**src/rtl/sdram_chk_pkg.sv**
```systemverilog
package sdram_chk_pkg;

  typedef enum logic [1:0] {
    BK_IDLE = 2'd0,
    BK_ACT  = 2'd1,
    BK_RD   = 2'd2,
    BK_WR   = 2'd3
  } bank_st_e;

  typedef enum logic [2:0] {
    C_DESEL, C_NOP, C_MRS, C_REF, C_PRE, C_ACT, C_WR, C_RD
  } cmd_e;

  function automatic cmd_e decode_cmd(input logic cs_n, input logic ras_n,
                                      input logic cas_n, input logic we_n);
    cmd_e c;
    if (cs_n) c = C_DESEL;
    else begin
      case ({ras_n, cas_n, we_n})
        3'b000:  c = C_MRS;
        3'b001:  c = C_REF;
        3'b010:  c = C_PRE;
        3'b011:  c = C_ACT;
        3'b100:  c = C_WR;
        3'b101:  c = C_RD;
        default: c = C_NOP;
      endcase
    end
    return c;
  endfunction

  function automatic logic judge(input cmd_e c, input bank_st_e s,
                                 input logic all_idle, input logic rcd_ok,
                                 input logic ras_ok, input logic rrd_ok);
    logic ok;
    case (c)
      C_MRS, C_REF: ok = all_idle;
      C_PRE:        ok = (s == BK_ACT) ? ras_ok : 1'b1;
      C_ACT:        ok = (s == BK_IDLE) && rrd_ok;
      C_RD, C_WR:   ok = (s == BK_IDLE) ? 1'b0 : ((s == BK_ACT) ? rcd_ok : 1'b1);
      default:      ok = 1'b1;
    endcase
    return ok;
  endfunction

  function automatic bank_st_e next_state(input cmd_e c, input bank_st_e s);
    bank_st_e n;
    case (c)
      C_ACT:   n = BK_ACT;
      C_RD:    n = BK_RD;
      C_WR:    n = BK_WR;
      C_PRE:   n = BK_IDLE;
      default: n = s;
    endcase
    return n;
  endfunction

endpackage

```
**src/rtl/sdram_bank_tracker.sv**
```systemverilog
module sdram_bank_tracker
  import sdram_chk_pkg::*;
#(
  parameter int TMAX = 6,
  parameter int CW   = 3
) (
  input  logic          clk,
  input  logic          rst_n,
  input  logic          upd,
  input  bank_st_e      nxt,
  output bank_st_e      st,
  output logic [CW-1:0] since
);
  localparam logic [CW-1:0] SAT = CW'(TMAX);

  always_ff @(posedge clk) begin
    if (!rst_n) begin
      st    <= BK_IDLE;
      since <= '0;
    end else begin
      if (upd) st <= nxt;
      if (upd && nxt == BK_ACT && st == BK_IDLE) since <= CW'(1);
      else if (since < SAT) since <= since + CW'(1);
    end
  end
endmodule

```
**config.mk**
```make
export PLATFORM = sky130hd
export DESIGN_NAME = sdram_bank_tracker
export DESIGN_NICKNAME = d
export VERILOG_FILES = /design/src/rtl/sdram_chk_pkg.sv /design/src/rtl/sdram_bank_tracker.sv
export SDC_FILE = /design/constraint.sdc
export NUM_CORES = 1
export LEC_CHECK = 0
export BUFFER_PORTS_ARGS = -buffer_cell sky130_fd_sc_hd__buf_2
export CAP_MARGIN = 20
export CORE_AREA = 2 2 39 41
export CTS_BUF_LIST = sky130_fd_sc_hd__clkbuf_4 sky130_fd_sc_hd__clkbuf_8
export DETAILED_ROUTE_END_ITERATION = 10
export DIE_AREA = 0 0 41 43
export PLACE_DENSITY_LB_ADDON = 0.1
export SETUP_SLACK_MARGIN = 0.02
export SYNTH_ARGS = -nofsm -noshare
export SYNTH_HDL_FRONTEND = slang
export SYNTH_SLANG_ARGS = --single-unit
export TNS_END_PERCENT = 1
```
**constraint.sdc**
```tcl
create_clock -name clk -period 0.85 [get_ports clk]
set_input_delay 0.085 -clock clk [delete_from_list [all_inputs] [get_ports clk]]
set_output_delay 0.085 -clock clk [all_outputs]
set_load 0.02 [all_outputs]
```
==> results.yml <==
logic_synthesis:
  synthesis.nets: 27
  syn_area_um2: 213
  synthTopCellsByArea: "dfxtp_1 (47%), mux2i_1 (9.4%), and4b_4 (6.5%)"
  ys_types: 13
  seq_area_frac_synth: 0.471
  netlist_instances: 21
  ys_ff_latch: 5
  avgSynthCellArea_um2: 10.1
  synth_top_area_share: 0.471
  yosys_warnings: 0
  yosys.area.top_type: "dfxtp_1"
route:
  vias: 207
  dr.first_iter.drc_count: 0
  avgRoutedWirePerCell_um: 9.62
  postRouteAntennaNets: 0
  routed_wl_um: 510
  vias_per_cell: 3.91
  drcViolationCount: 0
  drt_first_pass_iters: 1
finish:
  syn2layout_area_growth_pct: 88.8
  postLayoutCoreUtil: 0.290
  diodes: 0
  drive_above_1_share: 0.703
  fillers: 155
  final_nets: 44
clock_network:
  clock_path_buffers: 2
  cts_tree: "built"
  worstSkewPairLatency_ns: 0.24
  clk_pin_slew_worst_paths_ns: 0.05
  cts_buffers: 3
  root_buffer: "clkbuf_4"
  holdBufCountCts: 0
  cts_num_sinks: 5
  htree_num_levels: 1
timing:
  fmax_mhz: 1090
  finalCriticalPeriod_ns: 0.920
  rsz0062_at_grt: "true"
  setup_ws_ns: -0.0700
  slew_viol_final: 0
  hold_viol: 0
  finalSetupViolCount: 4
  post-route-period-util: 1.08
  clock_skew_ns: 0.00529
  setup_tns_ns: -0.216
  slew_headroom: 0.915
  tightest_slew_ns: 0.124
worst_setup_path:
  slowest_delay_ns: 0.36
  crit_fanout: 4
  slowest_stage: "dfxtp_4"
  worstSetupPathType: "reg2out"
  cp.arrival_ns: 0.84
  cp_common_cell: "buf_6"
  crit_path_cell_trace: "buf_6 -> buf_6"
  r2r_cells: 3
  end_kind: "output port"
  critPathRequiredTime_ns: 0.76
  cp-start-kind: "register"
min_path:
  holdPathStages: 2
  min_path_type: "in2reg"
global_routing:
  antenna_found_initial: 0
  gr-usage-all-layers: 0.0822
  grt_max_degree: 6
  grt_overflow: 0
  first_global_vias: 231
  grt_pass1_wl_um: 869
flow_run:
  max_cap_viol_count: 0
power_and_ir_drop:
  p_total_uw: 759
  p_per_area_mw_per_mm2: 1890
  peakVddDrop_mv: 0.771
  p_leak_nw: 0.171
floorplanning:
  die_area_mm2: 0.00176
  die_y_um: 43
  start_util: 0.154
  num_rows: 14
  core_mm2: 0.00138
  io_pins: 10
  die_x_um: 41
status:
  violations: "negative setup slack"
  status: "complete, but fails checks"
placement:
  gp_congestion: 0.570
  io_buffers: 9
-- cells in the final DEF, fill, tap and decap left out, types with 2 or more instances in the layout --
cell      count
dfxtp_4       4
buf_6         5
clkbuf_4      4
nor2b_1       2
nand2_1       2
mux2i_1       2
buf_4         3
buf_2         4
-- path summary, 6_finish.rpt --
path / from / to / slack [ns]
worst max-delay path: since[1] / since[1] / -0.07
worst min register to register: st[0] / st[0] / 0.52
worst min-delay path: rst_n / st[0] / 0.12
worst max register to register: since[0] / since[0] / -0.05
-- power by group --
part | internal (mW) | switching (mW)
Combinational | 0.101 | 0.0693
Sequential | 0.255 | 0.0266
Clock | 0.209 | 0.0976
Total | 0.566 | 0.194
-- metrics by stage --
stage	area (um2)	setup WS [ns]	std cells	hold WS, ns
after floorplan	239	-0.0257	21	0.202
after global placement	312	0.00143	47	0.357
after detailed placement	312	-0.0329	47	0.359
after CTS	363	-0.0782	51	0.110
after global routing	402	-0.0926	53	0.132
final	402	-0.0700	53	0.121
-- kinds of logic (layout without fill, tap and decap cells) --
family | after synthesis | in the layout | share of synthesized area
AOI/OAI and AO/OA | 3 | 3 | 0.0823
xor gates and xnor gates | 1 | 1 | 0.0412
adders and majority gates | 1 | 1 | 0.0588
buffers and inverters | 0 | 16 | 0
DFF | 5 | 5 | 0.471
muxes | 2 | 2 | 0.0941
and+or+nand+nor | 9 | 9 | 0.253
-- Yosys cell counts --
master and count:
o21a_1 1, a21oi_1 1, o21ai_0 1, nor2b_1 2, xor2_1 1, nor2_1 2
nor3b_1 1, mux2i_1 2, dfxtp_1 5, nor3_1 1, nand2_1 2, ha_1 1
and4b_4 1
-- repair_timing --
item | CTS | global route
buffers inserted | 0 | 2
endpoints found under the setup margin | 6 | 8
pin swaps | 1 | 2
gates resized for setup | 7 | 7
-- sequential cells by signal (all words and copies together) (netlist names) --
| signal | cells |
|---|---|
| since | 3 |
| st | 2 |
-- layer usage --
| layer | GRT usage | vias up | share of wire |
|---|---|---|---|
| li1 | - | 106 | - |
| met1 | 0.0863 | 90 | 0.42 |
| met2 | 0.103 | 9 | 0.45 |
| met3 | 0.0366 | 2 | 0.11 |
| met4 | 0.100 | 0 | 0.016 |
| met5 | 0 | - | 0 |
-- worst max-delay path, delay by kind of cell (launching register included) --
| kind | cells | cell delay (ns) |
|---|---|---|
| buffers and inverters | 2 | 0.24 |
| flip-flops | 1 | 0.36 |
-- area by class of cell --
type	count	area (um2)	area share
sequential	5	116	0.290
multi-input combinational	16	136	0.340
tap	16	20.0	0.0498
clock buffer	4	30.0	0.0748
timing repair buffer	12	98.8	0.246
Note: power is estimated with default switching activity, not from simulation.
